**config.mk**
```make
export PLATFORM = sky130hd
export DESIGN_NAME = tape_cmd_front
export DESIGN_NICKNAME = d
export VERILOG_FILES = /design/src/rtl/tcf_pkg.sv /design/src/rtl/tcf_cmd_decode.sv /design/src/rtl/tcf_accept.sv /design/src/rtl/tcf_status_mux.sv /design/src/rtl/tape_cmd_front.sv
export SDC_FILE = /design/constraint.sdc
export NUM_CORES = 1
export LEC_CHECK = 0
export ABC_AREA = 1
export CORE_MARGIN = 4
export CORE_UTILIZATION = 55
export CTS_CLUSTER_DIAMETER = 200
export DETAILED_ROUTE_END_ITERATION = 6
export DONT_BUFFER_PORTS = 1
export GPL_TIMING_DRIVEN = 0
export PLACE_DENSITY = 0.7
export SYNTH_ARGS = -nofsm -noshare
export SYNTH_HDL_FRONTEND = slang
export SYNTH_HIERARCHICAL = 1
export SYNTH_SLANG_ARGS = --single-unit
```
**constraint.sdc**
```tcl
create_clock -name clk -period 1.4 [get_ports clk]
set_input_delay 0 -clock clk [delete_from_list [all_inputs] [get_ports clk]]
set_output_delay 0 -clock clk [all_outputs]
set_load 0.05 [all_outputs]
```
**src/rtl/tcf_pkg.sv**
```systemverilog
`timescale 1ns/1ps
package tcf_pkg;

    localparam int CODE_W = 6;

    typedef enum logic [CODE_W-1:0] {
        OP_BACK_REC  = 6'h11,
        OP_BACK_FILE = 6'h13,
        OP_CLEAR     = 6'h20,
        OP_READ      = 6'h21,
        OP_WRITE     = 6'h22,
        OP_FWD_FILE  = 6'h23,
        OP_MARK      = 6'h30,
        OP_REWIND    = 6'h38
    } tape_op_e;

    // status byte bit positions
    localparam int SB_ERR  = 7;
    localparam int SB_EOF  = 6;
    localparam int SB_EOT  = 5;
    localparam int SB_NMT  = 4;
    localparam int SB_BSY  = 3;
    localparam int SB_EXC  = 2;
    localparam int SB_EOM  = 1;
    localparam int SB_UNA  = 0;

    // command byte control bits
    localparam int CB_ARM    = 6;
    localparam int CB_DISARM = 7;

    typedef struct packed {
        logic legal;
        logic is_clear;
        logic is_wr_class;
        logic busy_on_start;
        logic is_xfer;
    } op_dec_t;

endpackage

```
**src/rtl/tcf_cmd_decode.sv**
```systemverilog
`timescale 1ns/1ps
module tcf_cmd_decode
    import tcf_pkg::*;
(
    input  logic [CODE_W-1:0] code_i,
    output op_dec_t           dec_o
);

    always_comb begin
        dec_o = '0;
        case (code_i)
            OP_BACK_REC, OP_BACK_FILE, OP_CLEAR, OP_READ,
            OP_WRITE, OP_FWD_FILE, OP_MARK, OP_REWIND: dec_o.legal = 1'b1;
            default:                                   dec_o.legal = 1'b0;
        endcase
        dec_o.is_clear      = (code_i == OP_CLEAR);
        dec_o.is_wr_class   = (code_i == OP_WRITE) || (code_i == OP_MARK);
        dec_o.busy_on_start = !((code_i == OP_WRITE) || (code_i == OP_REWIND));
        dec_o.is_xfer       = (code_i == OP_READ) || (code_i == OP_WRITE);
    end

endmodule

```
**src/rtl/tcf_accept.sv**
```systemverilog
`timescale 1ns/1ps
module tcf_accept
    import tcf_pkg::*;
#(
    parameter int NUM_DRV = 4,
    localparam int SEL_W  = (NUM_DRV > 1) ? $clog2(NUM_DRV) : 1
) (
    input  logic               cmd_wr_i,
    input  logic [SEL_W-1:0]   sel_i,
    input  op_dec_t            dec_i,
    input  logic [NUM_DRV-1:0] attached_i,
    input  logic [NUM_DRV-1:0] wlock_i,
    input  logic [NUM_DRV-1:0] active_i,
    input  logic [NUM_DRV-1:0] stopping_i,
    input  logic [NUM_DRV-1:0] rewind_i,
    output logic               accept_o,
    output logic               clear_o,
    output logic [NUM_DRV-1:0] cancel_o
);

    logic present_w;
    logic locked_w;
    logic blocked_w;

    always_comb begin
        present_w = attached_i[sel_i];
        locked_w  = dec_i.is_wr_class && wlock_i[sel_i];
        blocked_w = active_i[sel_i] && !stopping_i[sel_i];
        clear_o   = cmd_wr_i && dec_i.is_clear;
        accept_o  = cmd_wr_i && dec_i.legal && !dec_i.is_clear &&
                    present_w && !locked_w && !blocked_w;
    end

    // a running rewind and the addressed drive are spared
    for (genvar gi = 0; gi < NUM_DRV; gi++) begin : g_cancel
        assign cancel_o[gi] = active_i[gi] && !rewind_i[gi] &&
                              (sel_i != SEL_W'(gi));
    end

endmodule

```
**src/rtl/tcf_status_mux.sv**
```systemverilog
`timescale 1ns/1ps
module tcf_status_mux
    import tcf_pkg::*;
#(
    parameter int NUM_DRV = 4,
    localparam int SEL_W  = (NUM_DRV > 1) ? $clog2(NUM_DRV) : 1
) (
    input  logic [SEL_W-1:0]   sel_i,
    input  logic               err_i,
    input  logic               eof_i,
    input  logic               busy_i,
    input  logic               eom_i,
    input  logic [NUM_DRV-1:0] eot_i,
    input  logic [NUM_DRV-1:0] nmt_i,
    input  logic [NUM_DRV-1:0] attached_i,
    output logic [7:0]         sts_o
);

    logic present_w;
    logic eot_w;
    logic nmt_w;

    always_comb begin
        present_w     = attached_i[sel_i];
        eot_w         = present_w && eot_i[sel_i];
        nmt_w         = present_w && nmt_i[sel_i];
        sts_o         = '0;
        sts_o[SB_ERR] = err_i;
        sts_o[SB_EOF] = eof_i;
        sts_o[SB_EOT] = eot_w;
        sts_o[SB_NMT] = nmt_w;
        sts_o[SB_BSY] = busy_i;
        sts_o[SB_EXC] = err_i || eof_i || nmt_w;
        sts_o[SB_EOM] = eom_i;
        sts_o[SB_UNA] = !present_w;
    end

endmodule

```
**src/rtl/tape_cmd_front.sv**
```systemverilog
`timescale 1ns/1ps
module tape_cmd_front
    import tcf_pkg::*;
#(
    parameter int NUM_DRV = 4,
    localparam int SEL_W  = (NUM_DRV > 1) ? $clog2(NUM_DRV) : 1
) (
    input  logic               clk,
    input  logic               rst_n,
    input  logic               cmd_wr,
    input  logic [SEL_W-1:0]   drv_sel,
    input  logic [7:0]         cmd_byte,
    output logic [7:0]         sts_byte,
    input  logic [NUM_DRV-1:0] drv_attached,
    input  logic [NUM_DRV-1:0] drv_wlock,
    input  logic [NUM_DRV-1:0] eng_active,
    input  logic [NUM_DRV-1:0] eng_stopping,
    input  logic [NUM_DRV-1:0] eng_rewind,
    input  logic [SEL_W-1:0]   eng_drive,
    input  logic               eng_set_err,
    input  logic               eng_set_eof,
    input  logic               eng_set_eom,
    input  logic               eng_busy_set,
    input  logic               eng_busy_clr,
    input  logic               eng_set_eot,
    input  logic               eng_set_nmtn,
    input  logic               eng_xfer_clr,
    input  logic               eng_intr,
    input  logic [NUM_DRV-1:0] irq_ack,
    output logic               start_pulse,
    output logic [CODE_W-1:0]  start_code,
    output logic [SEL_W-1:0]   start_drive,
    output logic [NUM_DRV-1:0] cancel_mask,
    output logic               xfer_on,
    output logic [NUM_DRV-1:0] irq
);

    typedef struct packed {
        logic               err;
        logic               eof;
        logic               eom;
        logic               busy;
        logic               xfer;
        logic [NUM_DRV-1:0] arm;
        logic [NUM_DRV-1:0] pend;
        logic [NUM_DRV-1:0] eot;
        logic [NUM_DRV-1:0] nmt;
        logic [NUM_DRV-1:0] cancel;
        logic               start;
        logic [CODE_W-1:0]  code;
        logic [SEL_W-1:0]   drive;
    } front_st_t;

    front_st_t st_d, st_q;

    op_dec_t            dec_w;
    logic               accept_w;
    logic               clear_w;
    logic [NUM_DRV-1:0] cancel_w;

    tcf_cmd_decode u_decode (
        .code_i (cmd_byte[CODE_W-1:0]),
        .dec_o  (dec_w)
    );

    tcf_accept #(.NUM_DRV(NUM_DRV)) u_accept (
        .cmd_wr_i   (cmd_wr),
        .sel_i      (drv_sel),
        .dec_i      (dec_w),
        .attached_i (drv_attached),
        .wlock_i    (drv_wlock),
        .active_i   (eng_active),
        .stopping_i (eng_stopping),
        .rewind_i   (eng_rewind),
        .accept_o   (accept_w),
        .clear_o    (clear_w),
        .cancel_o   (cancel_w)
    );

    tcf_status_mux #(.NUM_DRV(NUM_DRV)) u_status (
        .sel_i      (drv_sel),
        .err_i      (st_q.err),
        .eof_i      (st_q.eof),
        .busy_i     (st_q.busy),
        .eom_i      (st_q.eom),
        .eot_i      (st_q.eot),
        .nmt_i      (st_q.nmt),
        .attached_i (drv_attached),
        .sts_o      (sts_byte)
    );

    always_comb begin
        st_d        = st_q;
        st_d.start  = 1'b0;
        st_d.cancel = '0;

        // engine side updates
        if (eng_set_err)  st_d.err  = 1'b1;
        if (eng_set_eof)  st_d.eof  = 1'b1;
        if (eng_set_eom)  st_d.eom  = 1'b1;
        if (eng_busy_set) st_d.busy = 1'b1;
        if (eng_busy_clr) st_d.busy = 1'b0;
        if (eng_xfer_clr) st_d.xfer = 1'b0;
        if (eng_set_eot)  st_d.eot[eng_drive] = 1'b1;
        if (eng_set_nmtn) st_d.nmt[eng_drive] = 1'b1;
        st_d.pend = st_q.pend & ~irq_ack;
        if (eng_intr && st_q.arm[eng_drive]) st_d.pend[eng_drive] = 1'b1;

        // arm control rides on every command write
        if (cmd_wr) begin
            if (cmd_byte[CB_ARM])    st_d.arm[drv_sel] = 1'b1;
            if (cmd_byte[CB_DISARM]) st_d.arm[drv_sel] = 1'b0;
        end

        // command side overrides engine updates
        if (clear_w) begin
            st_d.err    = 1'b0;
            st_d.eof    = 1'b0;
            st_d.eom    = 1'b0;
            st_d.busy   = 1'b1;
            st_d.xfer   = 1'b0;
            st_d.arm    = '0;
            st_d.pend   = '0;
            st_d.nmt    = '1;
            st_d.cancel = '1;
        end else if (accept_w) begin
            st_d.err          = 1'b0;
            st_d.eof          = 1'b0;
            st_d.eom          = 1'b0;
            st_d.busy         = dec_w.busy_on_start;
            st_d.xfer         = dec_w.is_xfer;
            st_d.eot[drv_sel] = 1'b0;
            st_d.nmt[drv_sel] = 1'b0;
            st_d.start        = 1'b1;
            st_d.code         = cmd_byte[CODE_W-1:0];
            st_d.drive        = drv_sel;
            st_d.cancel       = cancel_w;
        end
    end

    always_ff @(posedge clk) begin
        if (!rst_n) begin
            st_q      <= '0;
            st_q.busy <= 1'b1;
            st_q.nmt  <= '1;
        end else begin
            st_q <= st_d;
        end
    end

    assign start_pulse = st_q.start;
    assign start_code  = st_q.code;
    assign start_drive = st_q.drive;
    assign cancel_mask = st_q.cancel;
    assign xfer_on     = st_q.xfer;
    assign irq         = st_q.pend;

    AST_START_NEEDS_WRITE: assert property (@(posedge clk) disable iff (!rst_n)
        start_pulse |-> $past(cmd_wr));
    AST_ILLEGAL_DROPPED: assert property (@(posedge clk) disable iff (!rst_n)
        (cmd_wr && !dec_w.legal) |=> !start_pulse);
    AST_ABSENT_NO_START: assert property (@(posedge clk) disable iff (!rst_n)
        (cmd_wr && !drv_attached[drv_sel]) |=> !start_pulse);
    AST_LOCKED_NO_WRITE: assert property (@(posedge clk) disable iff (!rst_n)
        (cmd_wr && drv_wlock[drv_sel] &&
         ((cmd_byte[CODE_W-1:0] == OP_WRITE) || (cmd_byte[CODE_W-1:0] == OP_MARK)))
        |=> !start_pulse);
    AST_ACTIVE_BLOCKS: assert property (@(posedge clk) disable iff (!rst_n)
        (cmd_wr && eng_active[drv_sel] && !eng_stopping[drv_sel])
        |=> !start_pulse);
    AST_CANCEL_SPARES_REWIND: assert property (@(posedge clk) disable iff (!rst_n)
        ((cancel_mask & $past(eng_rewind)) != '0) |-> $past(clear_w));
    AST_CLEAR_SETS_BUSY: assert property (@(posedge clk) disable iff (!rst_n)
        clear_w |=> (sts_byte[SB_BSY] && !start_pulse && (irq == '0)));
    AST_IRQ_NEEDS_ARM: assert property (@(posedge clk) disable iff (!rst_n)
        ((irq & ~$past(irq) & ~$past(st_q.arm)) == '0));

endmodule

```
==> results of run 1 <==
stage by stage:
step           instance area [µm²]  cells  utilization  TNS [ns]  hold slack [ns]
2_1_floorplan                 2020    312            -         0            0.101
3_3_place_gp                  2080    358        0.605    -0.424            0.102
3_5_place_dp                  2080    358        0.605    -0.941            0.107
4_1_cts                       2520    401        0.733         0          0.00200
5_1_grt                       2530    400        0.735         0           0.0150
6_report                      2530    400        0.735         0          0.00848
state kept, by name (all words and copies together) (netlist names):
register	cells
irq	4
st_q	16
start_drive	2
start_pulse	1
cancel_mask	4
start_code	6
xfer_on	1
cells by family after synthesis:
family / Yosys count
buf+inv: 72
simple gates: 165
flops: 34
compound gates: 41
final timing paths:
path	from	endpoint	slack (ns)	depth (start not counted)
max	drv_sel[0]	st_q[25]	0.07	4
min	eng_drive[0]	st_q[16]	0.008	4
max reg2reg	xfer_on	xfer_on	0.44	2
min reg2reg	irq[3]	irq[3]	0.46	2
timing repair:
item,in CTS,in global routing
setup endpoints to repair,0,3
hold endpoints to repair,33,0
gates resized for setup,0,6
hold buffers,35,0
worst max-delay path: stages:
cell,delay (ns)
sky130_fd_sc_hd__dlygate4sd3_1,0.62
sky130_fd_sc_hd__o31ai_1,0.27
sky130_fd_sc_hd__dlygate4sd3_1,0.58
sky130_fd_sc_hd__nor2_1,0.04
report_power, final:
part | total (mW) | switching (mW) | internal, mW
Clock | 0.756 | 0.360 | 0.396
Sequential | 1.01 | 0.0151 | 0.994
Combinational | 0.436 | 0.264 | 0.172
Total | 2.20 | 0.639 | 1.56
routing by layer:
| metal | GRT usage | vias to the layer above | share of wire |
|---|---|---|---|
| met2 | 0.372 | 72 | 0.47 |
| met4 | 0.0794 | 0 | 0.011 |
| met1 | 0.279 | 842 | 0.43 |
| li1 | - | 1034 | - |
| met5 | 0 | - | 0 |
| met3 | 0.0665 | 8 | 0.094 |
area by class of cell:
type	instances	area, µm²	area share
plain buffers	28	221	0.0876
clock buffers	7	86.3	0.0341
clock inverters	1	5.00	0.00198
inverters	44	170	0.0673
multi-input cells	206	963	0.381
flip-flops and latches	34	682	0.270
well taps	46	57.6	0.0228
repair buffers	34	343	0.136
layout by cell type (no fill, tap or decap), types with 2 or more instances in the layout:
master	count
sky130_fd_sc_hd__a211oi_1	2
sky130_fd_sc_hd__a21oi_1	19
sky130_fd_sc_hd__a22oi_1	3
sky130_fd_sc_hd__buf_4	22
sky130_fd_sc_hd__buf_6	4
sky130_fd_sc_hd__clkbuf_1	2
sky130_fd_sc_hd__clkbuf_8	6
sky130_fd_sc_hd__dfxtp_1	33
sky130_fd_sc_hd__dlygate4sd3_1	33
sky130_fd_sc_hd__inv_1	34
sky130_fd_sc_hd__inv_2	9
sky130_fd_sc_hd__nand2_1	74
sky130_fd_sc_hd__nand2_2	5
sky130_fd_sc_hd__nand3_1	16
sky130_fd_sc_hd__nand3_2	2
sky130_fd_sc_hd__nor2_1	51
sky130_fd_sc_hd__nor2_2	3
sky130_fd_sc_hd__nor2_4	2
sky130_fd_sc_hd__nor3_1	4
sky130_fd_sc_hd__nor3b_1	2
sky130_fd_sc_hd__o21ai_0	12
sky130_fd_sc_hd__o31ai_1	3
==> summary.md, run 1 <==
The flow ran to the end, and the final reports show no timing, DRC or antenna violations. For this run, the top clock speed supported by timing is 750 MHz. Buffers inserted during clock tree synthesis total 5.

The number of setup buffers added after CTS is 0. The logs give 0 for the number of antenna cells inserted and 0.0661 ns for the slack of the critical path. Relative to the synthesized area, the layout overhead comes to 24.9%.

For the sequential fraction of the synthesis area, the log shows 0.336. For this run, design rule violations remaining after detail routing come to 0. The total routing resource utilization after global routing was 0.226. The share of the synthesized netlist area taken by xor and xnor gates is 0, and the total number of nets in the final design is 401. For this design the ratio of total power to cell area is 870 nW/µm². In this run the vertical extent of the chip is 68.7 µm.

In this run the worst hold path is classified as input pin to flip-flop. For the maximum number of pins on one net before global-route repair, the log shows 15. After detailed routing, the number of vias per cell comes to 4.89. Most frequently used cell type in the post-synthesis netlist: sky130_fd_sc_hd__nand2_1. The synthesized-area fraction occupied by adder cells is 0. The first global-routing pass estimated 7780 µm of wire. The count of input and output buffers works out to 0. Average instance area after synthesis: 6.49 µm².

For the maximum buffer depth of the clock tree, the log shows 2. The post-synthesis cell area is 2020 µm², and the final critical path time including I/O delays and setup is 1.33 ns. Synthesis inferred 34 register bits. The final worst-path cycle share is 0.953, and the share of final-layout standard cells stronger than drive strength 1 is 0.172. Among all flip-flop cells after synthesis, the most frequent one is sky130_fd_sc_hd__dfxtp_1. The number of antenna violations at the first check in global routing was 0; the sum of routed wire length over all layers was 4910 µm. Summed over all layers, the global routing overflow is 0. The top-area cell type share of the netlist area works out to 0.336. For the pin with the worst max-slew slack, the measured transition is 0.544 ns. The number of synthesized flops with an enable pin came out at 0. Setup repair after global routing left no endpoint under its margin. The max-capacitance violation count was 0. The placeable core area was 3440 µm²; the synthesized instance count was 312.

The static leakage came out at 1.27 nW. The routed length per instance is 12.3 µm, and the final hold violation count is 0. The count of standard-cell rows is 21, and the largest fanout on the critical path is 6.

Root buffer cell: sky130_fd_sc_hd__clkbuf_8. The run gives 1788 as the number of global-route vias before repair. Before antenna repair, the detailed router went through 4 iterations. The die is 68.7 µm wide.

The clock latency reported for the late side of the worst-skew pair was 0.29 ns; the register clock-pin slew on the reported worst setup and hold paths was 0.06 ns. The logs give 0.637 for the max-slew headroom at the worst pin and 1.52 ns for the critical path arrival. After synthesis, the largest family of logic cells by area is simple AND/OR/NAND/NOR gates. STA classifies the critical path endpoint as a flip-flop. For the total power, the log shows 2.20 mW. The startpoint type of the worst setup path was an input pin.

For this run, the number of Yosys warnings is 6. Counting the fill cells in the layout gives 296. The fraction of synthesized area in multiplexers is 0. Most area-hungry cell type in the Yosys netlist: sky130_fd_sc_hd__dfxtp_1.

The starting density of the core came out at 0.588. Area fraction in compound gates after synthesis: 0.112. The critical path in this run is classified as input pin to flip-flop. The placer's final routability congestion estimate was 0.882. The tools report the total setup violations reported at the end of the flow as 0. Fraction of registers with async set/reset: 0. The run gives 1.59 ns as the required time reported for the critical path endpoint. The maximum level of the CTS H-tree was 2.

The HPWL after detailed placement is 3400 µm. TritonCTS built the clock tree. The count of antenna-violating nets left after detailed routing was 0; the worst supply voltage drop on vdd was 0.000750 V. Starting DRC count in detailed routing: 118. The tree built by TritonCTS fans out to 34 sinks.

The run gives 0.000233 ns as the setup clock skew after layout. The logs give 1956 for the via count and 0 for the final max-slew violation count. OpenSTA, run right after detailed placement, puts the worst setup slack at -0.122 ns. Sorting the synthesized cells by how often they occur yields sky130_fd_sc_hd__nand2_1 (74), sky130_fd_sc_hd__nor2_1 (51), sky130_fd_sc_hd__inv_1 (35), sky130_fd_sc_hd__dfxtp_1 (34), sky130_fd_sc_hd__buf_4 (22). The logs give 4720 µm² for the area enclosed by the die boundary and 74 for the I/O pin count. The simple logic cell fraction of the synthesized area came out at 0.359.

For the number of different library cells in the post-synthesis netlist, the log shows 28. Sorting the synthesized cells by area gives the leading types as sky130_fd_sc_hd__dfxtp_1 (34%), sky130_fd_sc_hd__nand2_1 (14%), sky130_fd_sc_hd__nor2_1 (9.5%), sky130_fd_sc_hd__buf_4 (8.2%), sky130_fd_sc_hd__inv_1 (6.5%). For the net count after synthesis, the log shows 360.
Note: power is estimated with default switching activity, not from simulation.
==> run 2, diff against run 1 <==
--- a/config.mk
+++ b/config.mk
@@ -15,5 +15,4 @@
 export PLACE_DENSITY = 0.7
 export SYNTH_ARGS = -nofsm -noshare
 export SYNTH_HDL_FRONTEND = slang
-export SYNTH_HIERARCHICAL = 1
 export SYNTH_SLANG_ARGS = --single-unit
==> run 2 against run 1 <==
The flow now finishes with violations (negative setup slack). Synthesized cell count is 2.2% lower. Clock-buffer cell count unchanged. Sequential power about the same. Register-to-register slack worse by 0.31 ns. Sequential share of layout area shrank 0.14 points. Global-route usage is 1.2 points higher. Die area rose by 0.88%. Routed wire length rose by 12%. Synthesized area increased by 0.99%. Combinational power rose by 9.6%. Design area up 0.35%. Non-clock buffer count is 3 lower. Critical path type unchanged. Largest cell class unchanged. Highest routed layer unchanged.
==> summary.md, run 2 <==
The fraction of registers with async set/reset is 0 (unchanged). The tools report the endpoint of the worst hold path as start_code[1] (was st_q[16]). The run gives 353 (was 360) as the net count after synthesis. Sequence of cells on the critical path: dlygate4sd3_1 > nor3b_2 > dlygate4sd3_1 > nand3_1 > a21oi_2 (was dlygate4sd3_1 > o31ai_1 > dlygate4sd3_1 > nor2_1). The maximum achievable frequency was 708 MHz (was 750 MHz); the number of antenna violations at the first check in global routing was 0 (unchanged).

The slack of the critical path is -0.0130 ns (was 0.0661 ns), and the delay of the slowest critical-path stage is 0.57 ns (was 0.62 ns). The number of buffers and inverters on the critical path came out at 2 (unchanged). The tools report the clock net sink count as 34 (unchanged).

Most frequent cells in the layout: sky130_fd_sc_hd__nand2_1 (70), sky130_fd_sc_hd__nor2_1 (40), sky130_fd_sc_hd__inv_1 (37), sky130_fd_sc_hd__dfxtp_1 (34), sky130_fd_sc_hd__dlygate4sd3_1 (31) (was sky130_fd_sc_hd__nand2_1 (74), sky130_fd_sc_hd__nor2_1 (51), sky130_fd_sc_hd__inv_1 (34), sky130_fd_sc_hd__dfxtp_1 (33), sky130_fd_sc_hd__dlygate4sd3_1 (33)). The global-route wire length before repair was 8180 µm (was 7780 µm); the number of synthesized flops with an enable pin was 0 (unchanged). The tools report the destination of the worst register-to-register timing path as st_q[30] (was xfer_on).

The max-slew headroom at the worst pin was 0.662 (was 0.637); the cell depth of the worst setup path was 5 (was 4). The flow ran to the end, but the final reports show violations. The sequential fraction of the synthesis area came out at 0.333 (was 0.336). The tools report the total setup violations reported at the end of the flow as 1 (was 0). The setup clock skew after layout is 0.00112 ns (was 0.000233 ns). The power density over the cells is 932 nW/µm² (was 870 nW/µm²).

Family with the most delay on the worst path: buffers and inverters (unchanged). The worst reg-to-reg setup slack was 0.13 ns (was 0.44 ns); the maximum buffer depth of the clock tree was 2 (unchanged). The starting DRC count in detailed routing is 136 (was 118), and the register area is 681 µm² (was 682 µm²).

The total grt overflow is 0 (unchanged), and the total power is 2.36 mW (was 2.20 mW). The run gives 1.29 nW (was 1.27 nW) as the static leakage. The tools report the post-synthesis cell area as 2040 µm² (was 2020 µm²).

The synthesized instance count was 305 (was 312). The startpoint type of the worst setup path was an input pin (unchanged). The most used flip-flop cell after synthesis was sky130_fd_sc_hd__dfxtp_1 (unchanged).

The logs give 0 (unchanged) for the total DRC errors in the routed layout and 4760 µm² (was 4720 µm²) for the area enclosed by the die boundary. The worst hold path depth is 4 (unchanged), and the post-CTS setup buffer count is 0 (unchanged). The worst hold-check path type was input pin to flip-flop (unchanged). The transition time of the tightest slew-check pin works out to 0.507 ns (was 0.544 ns). The run gives 0 (unchanged) as the final max-slew violation count. The run gives 0 (unchanged) as the number of antenna cells inserted. Most frequent cells after synthesis: sky130_fd_sc_hd__nand2_1 (72), sky130_fd_sc_hd__nor2_1 (42), sky130_fd_sc_hd__inv_1 (37), sky130_fd_sc_hd__dfxtp_1 (34), sky130_fd_sc_hd__nand3_1 (26) (was sky130_fd_sc_hd__nand2_1 (74), sky130_fd_sc_hd__nor2_1 (51), sky130_fd_sc_hd__inv_1 (35), sky130_fd_sc_hd__dfxtp_1 (34), sky130_fd_sc_hd__buf_4 (22)).

The tools report the launch point of the worst reg-to-reg path as st_q[30] (was xfer_on). TritonCTS built the clock tree. Endpoint type of the worst setup path: a flip-flop (unchanged). The die span in x came out at 69.0 µm (was 68.7 µm). The run gives 2 (unchanged) as the maximum level of the CTS H-tree. The worst setup path category was input pin to flip-flop (unchanged). The hold path startpoint was cmd_byte[1] (was eng_drive[0]). The top-area cell type share of the netlist area was 0.333 (was 0.336); the number of different library cells in the post-synthesis netlist was 29 (was 28). The checks that failed: negative setup slack.

The tools report the final-layout worst hold slack as 0.00740 ns (was 0.00848 ns). The critical path arrival was 1.63 ns (was 1.52 ns); the flip-flop and latch count after synthesis was 34 (unchanged). The register clock-pin slew on the reported worst setup and hold paths is 0.07 ns (was 0.06 ns).

Placeable core area: 3470 µm² (was 3440 µm²). The first-pass iteration count of the detailed router is 5 (was 4), and the starting density of the core is 0.589 (was 0.588). Final worst-path cycle share: 1.01 (was 0.953).

The largest fanout on the critical path is 1 (was 6). The total routing resource utilization after global routing was 0.238 (was 0.226). Most common library cell in the layout ignoring fill and taps: sky130_fd_sc_hd__nand2_1 (unchanged). The routed length per instance came out at 14.0 µm (was 12.3 µm).

The run gives 0 (unchanged) as the max-capacitance violation count. The height of the die came out at 69.0 µm (was 68.7 µm). The required time reported for the critical path endpoint was 1.61 ns (was 1.59 ns).

Largest register by flop count: st_q (unchanged). Share of final-layout standard cells stronger than drive strength 1: 0.169 (was 0.172). The number of global-route vias before repair was 1740 (was 1788).

The cell with the largest stage delay on the worst path was sky130_fd_sc_hd__dlygate4sd3_1 (unchanged). The placer's final routability congestion estimate came out at 0.846 (was 0.882). Worst supply voltage drop on vdd: 0.000729 V (was 0.000750 V). Root buffer cell: sky130_fd_sc_hd__clkbuf_8 (unchanged).

For the sum of routed wire length over all layers, the log shows 5470 µm (was 4910 µm). For the final hold violation count, the log shows 0 (unchanged). The number of buffers created by CTS was 5 (unchanged); the number of cell instances on the worst register-to-register path was 5 (was 2).

I/O pin count: 74 (unchanged). The synthesis-to-finish area growth came out at 24.1% (was 24.9%). The via count is 1991 (was 1956), and the maximum number of pins on one net before global-route repair is 11 (was 15).

The total number of nets in the final design came out at 391 (was 401). The vias per cell is 5.11 (was 4.89), and the count of warnings emitted by yosys is 0 (was 6). Synth top area cells: sky130_fd_sc_hd__dfxtp_1 (33%), sky130_fd_sc_hd__nand2_1 (13%), sky130_fd_sc_hd__buf_4 (8.1%), sky130_fd_sc_hd__nor2_1 (7.7%), sky130_fd_sc_hd__inv_1 (6.8%) (was sky130_fd_sc_hd__dfxtp_1 (34%), sky130_fd_sc_hd__nand2_1 (14%), sky130_fd_sc_hd__nor2_1 (9.5%), sky130_fd_sc_hd__buf_4 (8.2%), sky130_fd_sc_hd__inv_1 (6.5%)). The flip-flop count of the largest register after layout works out to 16 (unchanged). The most common cell type on the critical path was sky130_fd_sc_hd__dlygate4sd3_1 (unchanged).

Count of input and output buffers: 0 (unchanged). The filler cell count came out at 299 (was 296). The final critical path time including I/O delays and setup works out to 1.41 ns (was 1.33 ns). The run gives 1010 µm² (was 963 µm²) as the area of the multi-input gates. For the count of standard-cell rows, the log shows 21 (unchanged). The post-detailed-placement half-perimeter wirelength is 3600 µm (was 3400 µm).

The most area-hungry cell type in the Yosys netlist is sky130_fd_sc_hd__dfxtp_1 (unchanged). The average instance area after synthesis was 6.70 µm² (was 6.49 µm²). The most frequently used cell type in the post-synthesis netlist is sky130_fd_sc_hd__nand2_1 (unchanged). The count of antenna-violating nets left after detailed routing came out at 0 (unchanged).

Clock latency reported for the late side of the worst-skew pair: 0.29 ns (about the same).
## run 2: cell count changes after synthesis, moves of 3 or more
cell,change
sky130_fd_sc_hd__nor2_1,-9
sky130_fd_sc_hd__inv_2,-6
sky130_fd_sc_hd__o31ai_1,-3
sky130_fd_sc_hd__nand3_1,+10
sky130_fd_sc_hd__o21ai_0,-4
## run 2: routing by layer
metal  wire [µm]  part of all wire  global-route usage  vias to the layer above
met3         542             0.099              0.0778                       10
met2        2440              0.45               0.387                       87
met5           0                 0                   0                        -
met1        2380              0.43               0.299                      879
met4         115             0.021              0.0681                        0
li1            -                 -                   -                     1015
## run 2: cells by family after synthesis
logic type,Yosys count,share of synthesized area
AO/OA/AOI/OAI,34,0.0930
AND/OR/NAND/NOR,169,0.391
flip-flops,34,0.333
buffers and inverters,68,0.183
## run 2: layout make-up
| type | count | area share |
|---|---|---|
| clock inverters | 1 | 0.0118 |
| inverters | 40 | 0.0611 |
| multi-input cells | 203 | 0.397 |
| plain buffers | 28 | 0.0863 |
| well taps | 46 | 0.0227 |
| clock buffers | 7 | 0.0301 |
| flip-flops and latches | 34 | 0.268 |
| repair buffers | 31 | 0.122 |
## run 2: worst reg2reg max path, delay by kind of cell, from the launching register on
kind	cells	cell delay, ns
simple gates	2	0.14
flops	1	0.31
buf+inv	2	0.60
compound gates	1	0.12
## run 2: worst max-delay path by stage
stage                       start              to  slack, ns
floorplan              drv_sel[1]   start_code[5]       0.13
global placement       drv_sel[1]        st_q[15]      -0.04
detailed placement     drv_sel[1]   start_code[1]      -0.09
CTS                  eng_drive[1]          irq[2]      0.001
global route        eng_rewind[2]  cancel_mask[2]      -0.06
finish              eng_rewind[2]  cancel_mask[2]      -0.01
## run 2: what timing repair did
action	CTS	global route
hold buffers	30	1
endpoints found under the hold margin	25	5
setup endpoints to repair	0	7
resized for setup	0	7
## run 2: power breakdown
part	total, mW	internal, mW	switching, mW
registers	1.01	0.994	0.0141
clock network	0.878	0.532	0.346
logic	0.478	0.176	0.301
total	2.36	1.70	0.661
## run 2: through the flow
stage	worst slack [ns]	util	cell area, µm²	TNS [ns]	std cells
6_report	-0.0130	0.732	2540	-0.0130	390
5_1_grt	-0.0591	0.732	2540	-0.0692	390
4_1_cts	0.000968	0.723	2510	0	389
3_5_place_dp	-0.0887	0.606	2100	-0.471	351
3_3_place_gp	-0.0399	0.606	2100	-0.249	351
2_1_floorplan	0.127	-	2040	0	305
==> run 3, diff against run 2 <==
--- a/config.mk
+++ b/config.mk
@@ -13,6 +13,8 @@
 export DONT_BUFFER_PORTS = 1
 export GPL_TIMING_DRIVEN = 0
 export PLACE_DENSITY = 0.7
+export REMOVE_ABC_BUFFERS = 1
+export SKIP_CTS_REPAIR_TIMING = 1
 export SYNTH_ARGS = -nofsm -noshare
 export SYNTH_HDL_FRONTEND = slang
 export SYNTH_SLANG_ARGS = --single-unit
==> run 3 against run 2 <==
The run ends with negative hold slack left. Clock power shrank 13%. Sequential share of layout area increased by 3.2 points. Clock skew fell by 0.00051 ns. Design area down 11%. Largest cell class unchanged. Largest power group unchanged.
==> summary.md, run 3 (synthesized netlist as in run 2, its figures left out) <==
The combinational group share of total power is 0.165 (was 0.202). The worst supply voltage drop on vdd came out at 0.000643 V (was 0.000729 V). Final critical path time including I/O delays and setup: 1.32 ns (was 1.41 ns). The run gives 0 (unchanged) as the number of antenna violations at the first check in global routing. Internal power: 1.52 mW (was 1.70 mW). The register clock-pin slew on the reported worst setup and hold paths is 0.07 ns (about the same), and the maximum level of the CTS H-tree is 2 (unchanged). Max-capacitance violation count: 0 (unchanged).

The tools report the origin of the worst setup path as cmd_byte[2] (was eng_rewind[2]). For the max-slew headroom at the worst pin, the log shows 0.641 (was 0.662). The run gives 4760 µm² (unchanged) as the area enclosed by the die boundary. The count of input and output buffers is 0 (unchanged).

The run gives 1880 µm² (was 2100 µm²) as the cell area after placement. For the number of cells in the design after placement, the log shows 323 (was 351). The clock latency reported for the late side of the worst-skew pair was 0.29 ns (about the same). TritonCTS built the clock tree. The I/O pin count was 74 (unchanged); the clock network fraction of total power was 0.351 (was 0.372).

The busiest layer in global routing was met2 (unchanged). The share of final-layout standard cells stronger than drive strength 1 was 0.0958 (was 0.169); the required time reported for the critical path endpoint was 1.57 ns (was 1.61 ns). The die span in x was 69.0 µm (unchanged); the number of buffers created by CTS was 5 (unchanged).

The flip-flop count of the largest register after layout is 16 (unchanged), and the met3 track demand over resource is 0.0616 (was 0.0778). The tools report the global-route wire length before repair as 7160 µm (was 8180 µm). The static leakage came out at 1.12 nW (was 1.29 nW).

The run gives 1577 (was 1740) as the number of global-route vias before repair. Switching fraction of total power: 0.303 (was 0.280). The final max-slew violation count was 0 (unchanged); the total routing resource utilization after global routing was 0.206 (was 0.238). The tools report the via count as 1867 (was 1991).

The worst reg-to-reg setup slack is 0.12 ns (was 0.13 ns). The flow ran to the end, but the final reports show violations. For the sequential cell fraction of total power, the log shows 0.484 (was 0.426).

Worst setup path category: input pin to flip-flop (unchanged). Largest register by flop count: st_q (unchanged). The tools report the core utilization of the finished layout as 0.654 (was 0.732). Vias per cell: 5.20 (was 5.11). The number of cell instances on the worst register-to-register path was 3 (was 5).

The worst hold path depth is 4 (unchanged), and the total number of nets in the final design is 360 (was 391). The clock net sink count was 34 (unchanged); the largest fanout on the critical path was 9 (was 1). The transition time of the tightest slew-check pin is 0.538 ns (was 0.507 ns), and the final hold violation count is 8 (was 0). The worst hold-check path type is input pin to flip-flop (unchanged). For the starting density of the core, the log shows 0.589 (unchanged). The power density over the cells came out at 964 nW/µm² (was 932 nW/µm²). The run gives 0.264 (was 0.299) as the global-route track usage on met1.

The count of standard-cell rows is 21 (unchanged). The startpoint type of the worst setup path was an input pin (unchanged). The height of the die was 69.0 µm (unchanged); the maximum buffer depth of the clock tree was 2 (unchanged). The routed length per instance was 14.0 µm (about the same). The final non-filler cell total is 359 (was 390), and the synthesis-to-finish area growth is 11.0% (was 24.1%).

The logs give 1.50 ns (was 1.63 ns) for the critical path arrival and 3400 µm (was 3600 µm) for the post-detailed-placement half-perimeter wirelength. The maximum achievable frequency is 757 MHz (was 708 MHz). Violations in the final reports: negative hold slack (was negative setup slack). The post-route cell area is 2270 µm² (was 2540 µm²), and the total DRC errors in the routed layout is 0 (unchanged). The root buffer cell was sky130_fd_sc_hd__clkbuf_8 (unchanged). The logs give 79 (was 136) for the starting DRC count in detailed routing and 16 (was 11) for the maximum number of pins on one net before global-route repair. The setup clock skew after layout was 0.000601 ns (was 0.00112 ns); the count of antenna-violating nets left after detailed routing was 0 (unchanged). The placer's final routability congestion estimate was 0.912 (was 0.846).

The sum of routed wire length over all layers came out at 5030 µm (was 5470 µm). Final worst-path cycle share: 0.944 (was 1.01). The run gives 0 (unchanged) as the number of antenna cells inserted. The launch point of the worst reg-to-reg path was st_q[25] (was st_q[30]).

Most frequent cells in the layout: sky130_fd_sc_hd__nand2_1 (71), sky130_fd_sc_hd__nor2_1 (41), sky130_fd_sc_hd__inv_1 (36), sky130_fd_sc_hd__dfxtp_1 (34), sky130_fd_sc_hd__dlygate4sd3_1 (28) (was sky130_fd_sc_hd__nand2_1 (70), sky130_fd_sc_hd__nor2_1 (40), sky130_fd_sc_hd__inv_1 (37), sky130_fd_sc_hd__dfxtp_1 (34), sky130_fd_sc_hd__dlygate4sd3_1 (31)). Timing endpoint of the critical path: st_q[25] (was cancel_mask[2]). The run gives 662 µW (was 661 µW) as the switching power. The endpoint type of the worst setup path was a flip-flop (unchanged).

Most common library cell in the layout ignoring fill and taps: sky130_fd_sc_hd__nand2_1 (unchanged). For the first-pass iteration count of the detailed router, the log shows 4 (was 5). The tools report the final-layout worst hold slack as -0.0542 ns (was 0.00740 ns). The logs give 0 (unchanged) for the total grt overflow and 0.321 (was 0.387) for the fraction of met2 tracks used by global routing. The tools report the destination of the worst register-to-register timing path as st_q[25] (was st_q[30]).

The total setup violations reported at the end of the flow is 0 (was 1), and the placeable core area is 3470 µm² (unchanged).
-- run 3: cell count changes in the layout (fill, tap and decap cells not counted), sizes merged --
cell,before,now
clkbuf,8,6
bufinv,1,0
clkinv,0,1
buf,27,0
clkinvlp,0,1
dlygate4sd3,31,28
-- run 3: final cells by class --
cell class | instances | area (µm²)
multi-input cells | 203 | 1000
inverters | 40 | 155
repair buffers | 28 | 280
clock buffers | 6 | 82.6
clock inverters | 2 | 12.5
well taps | 46 | 57.6
flip-flops and latches | 34 | 681
fillers | 329 | 1200
-- run 3: how the worst min path moves through the flow --
stage               slack (ns)        endpoint     startpoint
floorplan                 0.11        st_q[25]         cmd_wr
CTS                      -0.18        st_q[20]          rst_n
finish                   -0.05        st_q[30]   eng_busy_set
detailed placement        0.13        st_q[25]         cmd_wr
global route             0.001  cancel_mask[1]  eng_active[1]
global placement          0.12        st_q[25]         cmd_wr
-- run 3: per-layer routing --
metal | wire [µm] | up-vias
li1 | - | 960
met1 | 2160 | 822
met2 | 2370 | 80
met3 | 436 | 5
met4 | 58 | 0
met5 | 0 | -
-- run 3: through the flow --
stage	hold WS, ns	power [mW]	setup WS (ns)	setup TNS (ns)
6_report	-0.0542	2.19	0.0789	0
5_1_grt	0.00104	2.29	-0.0182	-0.0182
4_1_cts	-0.181	2.13	-0.216	-0.260
3_5_place_dp	0.127	1.36	0.00646	0
3_3_place_gp	0.116	1.36	0.00856	0
2_1_floorplan	0.110	1.31	0.219	0
-- run 3: power by group through the flow --
stage	logic, mW	registers, mW	clock network, mW
floorplan	0.238	1.08	0
global placement	0.281	1.08	0
detailed placement	0.284	1.08	0
CTS	0.285	1.06	0.791
global route	0.399	1.06	0.831
finish	0.360	1.06	0.767
-- run 3: critical path: stages --
cell	delay [ns]
sky130_fd_sc_hd__nor2_1	0.22
sky130_fd_sc_hd__nand4_1	0.26
sky130_fd_sc_hd__nand2_1	0.36
sky130_fd_sc_hd__a311oi_1	0.08
sky130_fd_sc_hd__dlygate4sd3_1	0.58
